===== config.mk =====
export PLATFORM = sky130hd
export DESIGN_NAME = interp_core
export DESIGN_NICKNAME = d
export VERILOG_FILES = /design/src/rtl/interp_pkg.sv /design/src/rtl/interp_lane.sv /design/src/rtl/interp_blend.sv /design/src/rtl/interp_clamp.sv /design/src/rtl/interp_core.sv
export SDC_FILE = /design/constraint.sdc
export NUM_CORES = 2
export LEC_CHECK = 0
export BUFFER_PORTS_ARGS = -buffer_cell sky130_fd_sc_hd__buf_2
export CORE_MARGIN = 2
export CORE_UTILIZATION = 45
export DETAILED_ROUTE_END_ITERATION = 10
export HOLD_SLACK_MARGIN = 0.05
export PLACE_DENSITY_LB_ADDON = 0.12
export REMOVE_ABC_BUFFERS = 1
export SYNTH_ARGS = -nofsm -noshare
export SYNTH_HDL_FRONTEND = slang
export SYNTH_SLANG_ARGS = --single-unit

===== constraint.sdc =====
create_clock -name clk -period 30.2 [get_ports clk]
set_input_delay 3.02 -clock clk [delete_from_list [all_inputs] [get_ports clk]]
set_output_delay 3.02 -clock clk [all_outputs]
set_load 0.05 [all_outputs]

===== src/rtl/interp_pkg.sv =====
package interp_pkg;

   localparam int SHW = 5;

   typedef struct packed {
      logic [8:0] rsvd;
      logic       clamp;
      logic       blend;
      logic [1:0] force_bits;
      logic       add_raw;
      logic       cross_res;
      logic       cross_in;
      logic       sgn;
      logic [4:0] mhi;
      logic [4:0] mlo;
      logic [4:0] shift;
   } lane_ctrl_t;

   typedef enum logic [3:0] {
      A_ACC0  = 4'd0,  A_ACC1  = 4'd1,
      A_BASE0 = 4'd2,  A_BASE1 = 4'd3,  A_BASE2 = 4'd4,
      A_PEEK0 = 4'd5,  A_PEEK1 = 4'd6,  A_PEEKF = 4'd7,
      A_POP0  = 4'd8,  A_POP1  = 4'd9,  A_POPF  = 4'd10,
      A_CTRL0 = 4'd11, A_CTRL1 = 4'd12,
      A_RAW0  = 4'd13, A_RAW1  = 4'd14, A_PAIR  = 4'd15
   } addr_t;

   localparam logic [31:0] CTRL_RST   = 32'h0000_7C00;
   localparam logic [31:0] CTRL_BASIC = 32'h001F_FFFF;
   localparam logic [31:0] CTRL_BLEND = 32'h0020_0000;
   localparam logic [31:0] CTRL_CLAMP = 32'h0040_0000;

endpackage


===== src/rtl/interp_lane.sv =====
module interp_lane #(
   parameter int DATA_W = 32,
   parameter int SHW    = 5
) (
   input  logic              clk,
   input  logic              rst_n,
   input  logic [DATA_W-1:0] src,
   input  logic [SHW-1:0]    shift,
   input  logic [SHW-1:0]    mlo,
   input  logic [SHW-1:0]    mhi,
   input  logic              sgn,
   output logic [DATA_W-1:0] sm
);
   localparam logic [SHW-1:0] TOP = SHW'(DATA_W - 1);

   logic [DATA_W-1:0] shifted, hi_keep, lo_keep, kept;

   always_comb begin
      shifted = src >> shift;
      hi_keep = {DATA_W{1'b1}} >> (TOP - mhi);
      lo_keep = {DATA_W{1'b1}} << mlo;
      kept    = shifted & hi_keep & lo_keep;
      sm      = (sgn && kept[mhi]) ? (kept | ~hi_keep) : kept;
   end

   // nothing survives below the window
   p_mask_window_r2: assert property (@(posedge clk) disable iff (!rst_n)
      (mlo <= mhi) |-> ((sm << (DATA_W - int'(mlo))) == '0));

   // top bit of the result mirrors the window's top bit when signed
   p_sign_fill_r3: assert property (@(posedge clk) disable iff (!rst_n)
      (sgn && (mlo <= mhi)) |-> (sm[DATA_W-1] == sm[mhi]));
endmodule


===== src/rtl/interp_blend.sv =====
module interp_blend #(
   parameter int DATA_W = 32
) (
   input  logic              clk,
   input  logic              rst_n,
   input  logic [DATA_W-1:0] lo,
   input  logic [DATA_W-1:0] hi,
   input  logic [7:0]        alpha,
   input  logic              sgn,
   output logic [DATA_W-1:0] out
);
   localparam int PW = DATA_W + 10;

   logic signed [DATA_W:0] diff;
   logic signed [PW-1:0]   prod;

   always_comb begin
      diff = $signed({sgn & hi[DATA_W-1], hi}) - $signed({sgn & lo[DATA_W-1], lo});
      prod = PW'(diff) * PW'($signed({1'b0, alpha}));
      out  = lo + DATA_W'(prod >>> 8);
   end

   // unsigned interpolation stays inside the span of the two bases
   p_blend_span_r11: assert property (@(posedge clk) disable iff (!rst_n)
      (!sgn && lo <= hi) |-> (out >= lo && out <= hi));
endmodule


===== src/rtl/interp_clamp.sv =====
module interp_clamp #(
   parameter int DATA_W = 32
) (
   input  logic              clk,
   input  logic              rst_n,
   input  logic [DATA_W-1:0] val,
   input  logic [DATA_W-1:0] lo,
   input  logic [DATA_W-1:0] hi,
   input  logic              sgn,
   output logic [DATA_W-1:0] out
);
   logic below, above;

   always_comb begin
      below = sgn ? ($signed(val) < $signed(lo)) : (val < lo);
      above = sgn ? ($signed(val) > $signed(hi)) : (val > hi);
      out   = below ? lo : (above ? hi : val);
   end

   // the limited value lies between the bounds when they are ordered
   p_clamp_bounds_r12: assert property (@(posedge clk) disable iff (!rst_n)
      (!sgn && lo <= hi) |-> (out >= lo && out <= hi));
   p_clamp_sbounds_r12: assert property (@(posedge clk) disable iff (!rst_n)
      (sgn && $signed(lo) <= $signed(hi)) |->
         ($signed(out) >= $signed(lo) && $signed(out) <= $signed(hi)));
endmodule


===== src/rtl/interp_core.sv =====
module interp_core
   import interp_pkg::*;
#(
   parameter int   DATA_W   = 32,
   parameter bit   CLAMP_EN = 1'b0
) (
   input  logic              clk,
   input  logic              rst_n,
   input  logic [3:0]        bus_addr,
   input  logic              bus_we,
   input  logic [DATA_W-1:0] bus_wdata,
   input  logic              bus_re,
   output logic [DATA_W-1:0] bus_rdata
);
   localparam int NL   = 2;
   localparam int NB   = 3;
   localparam int HALF = DATA_W / 2;
   localparam logic [31:0] MASK1 = CTRL_BASIC;
   localparam logic [31:0] MASK0 = CTRL_BASIC | CTRL_BLEND | (CLAMP_EN ? CTRL_CLAMP : 32'h0);

   if (DATA_W != (1 << SHW)) begin : g_bad_width
      $error("interp_core: DATA_W must equal 2**SHW");
   end

   addr_t             a;
   logic [DATA_W-1:0] acc_q  [NL];
   logic [DATA_W-1:0] base_q [NB];
   lane_ctrl_t        ctrl_q [NL];
   logic [DATA_W-1:0] src [NL];
   logic [DATA_W-1:0] sm  [NL];
   logic [DATA_W-1:0] res [NL];
   logic [DATA_W-1:0] view [NL];
   logic [DATA_W-1:0] full, blend_val, clamp_val;
   logic              clamp_on, blend_on, pop_hit;

   assign a = addr_t'(bus_addr);

   for (genvar l = 0; l < NL; l++) begin : g_lane
      assign src[l] = ctrl_q[l].cross_in ? acc_q[NL-1-l] : acc_q[l];
      interp_lane #(.DATA_W(DATA_W), .SHW(SHW)) u_lane (
         .clk(clk), .rst_n(rst_n), .src(src[l]),
         .shift(ctrl_q[l].shift), .mlo(ctrl_q[l].mlo), .mhi(ctrl_q[l].mhi),
         .sgn(ctrl_q[l].sgn), .sm(sm[l]));
      assign view[l] = res[l] | {{(DATA_W-30){1'b0}}, ctrl_q[l].force_bits, 28'b0};
   end

   interp_blend #(.DATA_W(DATA_W)) u_blend (
      .clk(clk), .rst_n(rst_n), .lo(base_q[0]), .hi(base_q[1]),
      .alpha(sm[1][7:0]), .sgn(ctrl_q[1].sgn), .out(blend_val));

   if (CLAMP_EN) begin : g_clamp
      interp_clamp #(.DATA_W(DATA_W)) u_clamp (
         .clk(clk), .rst_n(rst_n), .val(sm[0]), .lo(base_q[0]), .hi(base_q[1]),
         .sgn(ctrl_q[0].sgn), .out(clamp_val));
      assign clamp_on = ctrl_q[0].clamp;
   end else begin : g_no_clamp
      assign clamp_val = '0;
      assign clamp_on  = 1'b0;
   end

   assign blend_on = ctrl_q[0].blend;

   always_comb begin
      if (blend_on)      res[0] = {{(DATA_W-8){1'b0}}, sm[1][7:0]};
      else if (clamp_on) res[0] = clamp_val;
      else               res[0] = base_q[0] + (ctrl_q[0].add_raw ? src[0] : sm[0]);
      if (blend_on)      res[1] = blend_val;
      else               res[1] = base_q[1] + (ctrl_q[1].add_raw ? src[1] : sm[1]);
      full = base_q[2] + sm[0] + (blend_on ? '0 : sm[1]);
   end

   assign pop_hit = bus_re && (a == A_POP0 || a == A_POP1 || a == A_POPF);

   always_ff @(posedge clk) begin
      if (!rst_n) begin
         for (int i = 0; i < NL; i++) begin
            acc_q[i]  <= '0;
            ctrl_q[i] <= lane_ctrl_t'(CTRL_RST);
         end
         for (int i = 0; i < NB; i++) base_q[i] <= '0;
      end else begin
         if (pop_hit) begin
            acc_q[0] <= ctrl_q[0].cross_res ? res[1] : res[0];
            acc_q[1] <= ctrl_q[1].cross_res ? res[0] : res[1];
         end
         if (bus_we) begin
            case (a)
               A_ACC0:  acc_q[0]  <= bus_wdata;
               A_ACC1:  acc_q[1]  <= bus_wdata;
               A_RAW0:  acc_q[0]  <= acc_q[0] + bus_wdata;
               A_RAW1:  acc_q[1]  <= acc_q[1] + bus_wdata;
               A_BASE0: base_q[0] <= bus_wdata;
               A_BASE1: base_q[1] <= bus_wdata;
               A_BASE2: base_q[2] <= bus_wdata;
               A_CTRL0: ctrl_q[0] <= lane_ctrl_t'(bus_wdata & MASK0);
               A_CTRL1: ctrl_q[1] <= lane_ctrl_t'(bus_wdata & MASK1);
               A_PAIR: begin
                  base_q[0] <= {{HALF{ctrl_q[0].sgn & bus_wdata[HALF-1]}}, bus_wdata[HALF-1:0]};
                  base_q[1] <= {{HALF{ctrl_q[1].sgn & bus_wdata[DATA_W-1]}}, bus_wdata[DATA_W-1:HALF]};
               end
               default: ;
            endcase
         end
      end
   end

   always_comb begin
      case (a)
         A_ACC0:          bus_rdata = acc_q[0];
         A_ACC1:          bus_rdata = acc_q[1];
         A_BASE0:         bus_rdata = base_q[0];
         A_BASE1:         bus_rdata = base_q[1];
         A_BASE2:         bus_rdata = base_q[2];
         A_PEEK0, A_POP0: bus_rdata = view[0];
         A_PEEK1, A_POP1: bus_rdata = view[1];
         A_PEEKF, A_POPF: bus_rdata = full;
         A_CTRL0:         bus_rdata = ctrl_q[0];
         A_CTRL1:         bus_rdata = ctrl_q[1];
         A_RAW0:          bus_rdata = sm[0];
         A_RAW1:          bus_rdata = sm[1];
         default:         bus_rdata = '0;
      endcase
   end

   // peek reads leave both accumulators untouched
   p_peek_quiet_r7: assert property (@(posedge clk) disable iff (!rst_n)
      (bus_re && !bus_we && (a == A_PEEK0 || a == A_PEEK1 || a == A_PEEKF))
      |=> ($stable(acc_q[0]) && $stable(acc_q[1])));

   // an unforced, uncrossed lane-0 pop reloads accumulator 0 with the value read
   p_pop_return_r7: assert property (@(posedge clk) disable iff (!rst_n)
      (bus_re && !bus_we && a == A_POP0 && ctrl_q[0].force_bits == 2'b00 && !ctrl_q[0].cross_res)
      |=> (acc_q[0] == $past(bus_rdata)));

   // raw-port write accumulates
   p_raw_add_r10: assert property (@(posedge clk) disable iff (!rst_n)
      (bus_we && a == A_RAW0) |=> (acc_q[0] == $past(acc_q[0]) + $past(bus_wdata)));

   // packed pair write places each half in its base
   p_pair_halves_r9: assert property (@(posedge clk) disable iff (!rst_n)
      (bus_we && a == A_PAIR) |=>
         (base_q[0][HALF-1:0] == $past(bus_wdata[HALF-1:0]) &&
          base_q[1][HALF-1:0] == $past(bus_wdata[DATA_W-1:HALF])));
endmodule


==> results.json <==
{
  "cts_num_sinks": 203,
  "final.period_utilization_pct": 60.5,
  "htreeDepth": 1,
  "drt-total-wl_um": 196000,
  "layout_min_cycle_time_ns": 18.26,
  "grt_pass1_wl_um": 278000,
  "grt_pass1_vias": 38360,
  "layout_commonest_cell": "inv_1",
  "synthCells": 4887,
  "die_y_um": 303,
  "slew_viol_final": 0,
  "hold_viol_final": 0,
  "crit_type": "flip-flop to output port",
  "worstHoldPathType": "flip-flop to flip-flop",
  "p_per_area_mw_per_mm2": 46.4,
  "instances_no_fill": 6053,
  "fin_tns_setup_ns": 0,
  "ir_worst_vdd_v": 0.0000463,
  "max_freq_mhz": 54.8,
  "pin_count": 72,
  "rows": 109,
  "rsz0062_at_grt": "false",
  "cp-start-kind": "flip-flop",
  "routedWlPerCell_um": 32.3,
  "worst_slew_pin_slew_ns": 1.44,
  "crit_start": "ctrl_q[0][38]",
  "synth_area_per_cell_sq_um": 8.22,
  "end_kind": "output port",
  "initial_core_util_pct": 45.4,
  "avgViaCountPerCell": 6.80,
  "synthesis.area_sq_mm": 0.0402,
  "grt_antenna_before_repair": 11,
  "post_cts_buffers": 0,
  "holdBufCountCts": 0,
  "cpMaxStageDelayCell": "a211oi_1",
  "max_cap_viol_count": 0,
  "remaining_drc_errors": 0,
  "cts_made_buffers": 28,
  "path_clk_slew_ns": 0.06,
  "gp_congestion": 1.10,
  "dp_slack_ns": 13.10,
  "critPathMaxFanout": 58,
  "ctsRootBufferMaster": "clkbuf_16",
  "setup_viol": 0,
  "synth-warning-count": 0,
  "async_flop_share_pct": 0,
  "layout-drive-gt1-share_pct": 9.71,
  "synth_cell_types": 100,
  "worstPathRequired_ns": 27.18,
  "dp.cells": 5986,
  "ys_ff_latch": 203,
  "overflow": 0,
  "core-area_sq_mm": 0.0884,
  "dr.pass1.iters": 9,
  "grt_max_degree": 68,
  "clk_latency_ns": 0.63,
  "fin_util_pct": 48.4,
  "cts_tree": "yes",
  "r2r_end": "acc_q[0][63]",
  "dpl.hpwl_um": 151000,
  "cp.arrival_ns": 15.24,
  "grt.total_usage_pct": 42.1,
  "reg2reg_depth": 48,
  "critPathBufInv": 9,
  "r2r_slack_ns": 15.48,
  "yosysSeqAreaShare_pct": 15.2,
  "clock_skew_ns": 0.0408,
  "die-area_sq_mm": 0.0916,
  "synth-edff-count": 203,
  "cts_resized": 0,
  "drtAntennaViolNets": 0,
  "endpoint": "bus_rdata[31]",
  "port_buffers": 71,
  "fin_area_sq_mm": 0.0428,
  "cts_max_path_buffers": 3,
  "worstReg2RegStart": "ctrl_q[0][38]",
  "routed-via-count": 41177,
  "first_iter_violations": 5693,
  "critPathTopFamily": "compound AO/OA/AOI/OAI gates",
  "die_w_um": 303,
  "final_cell_mix": "inv_1, nor2_1, nand2_1",
  "status": "finished, final reports clean",
  "cpPeakStageDelay_ns": 1.05,
  "nets": 5422,
  "cp.depth": 49,
  "fin_ws_ns": 11.94,
  "p_leak_nw": 19.2,
  "syn_to_final_growth_pct": 6.55,
  "postPlaceCellArea_sq_mm": 0.0418,
  "slew_headroom_pct": 2.60,
  "synth_ff_type": "edfxtp_1",
  "fillCellCount": 8866
}
tightest hold or removal path, stage by stage (launching register included):
cell	delay, ns
edfxtp_1	0.48
ha_1	0.17
a222oi_1	0.06
inv_1	0.05
power by group:
| part | internal [mW] | switching (mW) | leakage (nW) |
|---|---|---|---|
| logic | 0.428 | 0.825 | 16.7 |
| clock network | 0.202 | 0.155 | 0.446 |
| registers | 0.332 | 0.0447 | 2.05 |
logic make-up (layout without fill, tap and decap cells):
| group | after synthesis | in the layout | share of synthesized area (%) |
|---|---|---|---|
| AOI/OAI and AO/OA | 1399 | 1399 | 23.8 |
| other | 0 | 15 | 0 |
| muxes | 264 | 264 | 9.87 |
| adders and majority gates | 531 | 531 | 21.0 |
| DFF | 203 | 203 | 15.2 |
| xor gates and xnor gates | 220 | 220 | 4.83 |
| and+or+nand+nor | 1512 | 1512 | 17.7 |
| buffers and inverters | 758 | 744 | 7.62 |
how the worst min path moves through the flow:
stage	startpoint	to	slack, ns	depth (start not counted)
after global routing	acc_q[0][32]	acc_q[0][32]	0.86	3
final	acc_q[0][32]	acc_q[0][32]	0.87	3
after CTS	acc_q[0][32]	acc_q[0][32]	0.85	3
after detailed placement	acc_q[0][32]	acc_q[0][32]	0.83	3
after floorplan	acc_q[0][0]	acc_q[0][0]	0.70	3
after global placement	acc_q[0][32]	acc_q[0][32]	0.82	3
sequential cells by signal, indices dropped and copies added, names as in the netlist:
signal and count:
acc_q 64, base_q 96, ctrl_q 43
through the flow:
stage / power [mW] / hold slack, ns
after floorplan: 1.17 / 0.702
after global placement: 1.58 / 0.823
after detailed placement: 1.58 / 0.829
after CTS: 1.94 / 0.845
after global routing: 2.08 / 0.862
final: 1.99 / 0.869
metal layers:
metal	share of wire (%)	vias to the layer above	wire length, um	GRT usage (%)
met5	0.012	-	23	0
met4	8.4	4	16500	29.5
met3	11	674	22200	11.5
met2	41	2727	80600	60.8
met1	39	20075	76300	54.3
li1	-	17697	-	-
Yosys cell counts (82+ instances only):
| master | n | area, sq um |
|---|---|---|
| inv_1 | 488 | 1830 |
| nor2_1 | 450 | 1690 |
| nand2_1 | 418 | 1570 |
| a21oi_1 | 327 | 1640 |
| ha_1 | 295 | 3690 |
| fa_1 | 236 | 4720 |
| o21ai_0 | 232 | 1160 |
| edfxtp_1 | 203 | 6100 |
| clkbuf_1 | 189 | 709 |
| xnor2_1 | 137 | 1200 |
| a21o_1 | 122 | 916 |
| nand3_1 | 118 | 591 |
| mux2i_1 | 103 | 1030 |
| nor3_1 | 95 | 475 |
| and2_1 | 85 | 532 |
| xor2_1 | 82 | 718 |
cell type report:
cell class                      count  area (sq um)  share of cell area, %
Antenna cell                       15          37.5                 0.0877
Multi-Input combinational cell   3926         31100                   72.7
Inverter                          496          1860                   4.35
Clock buffer                       34           744                   1.74
Sequential cell                   203          6100                   14.2
Timing Repair Buffer              196          1290                   3.02
Clock inverter                     18           186                  0.436
Tap cell                         1165          1460                   3.41
(Power assumes the default switching activity.)
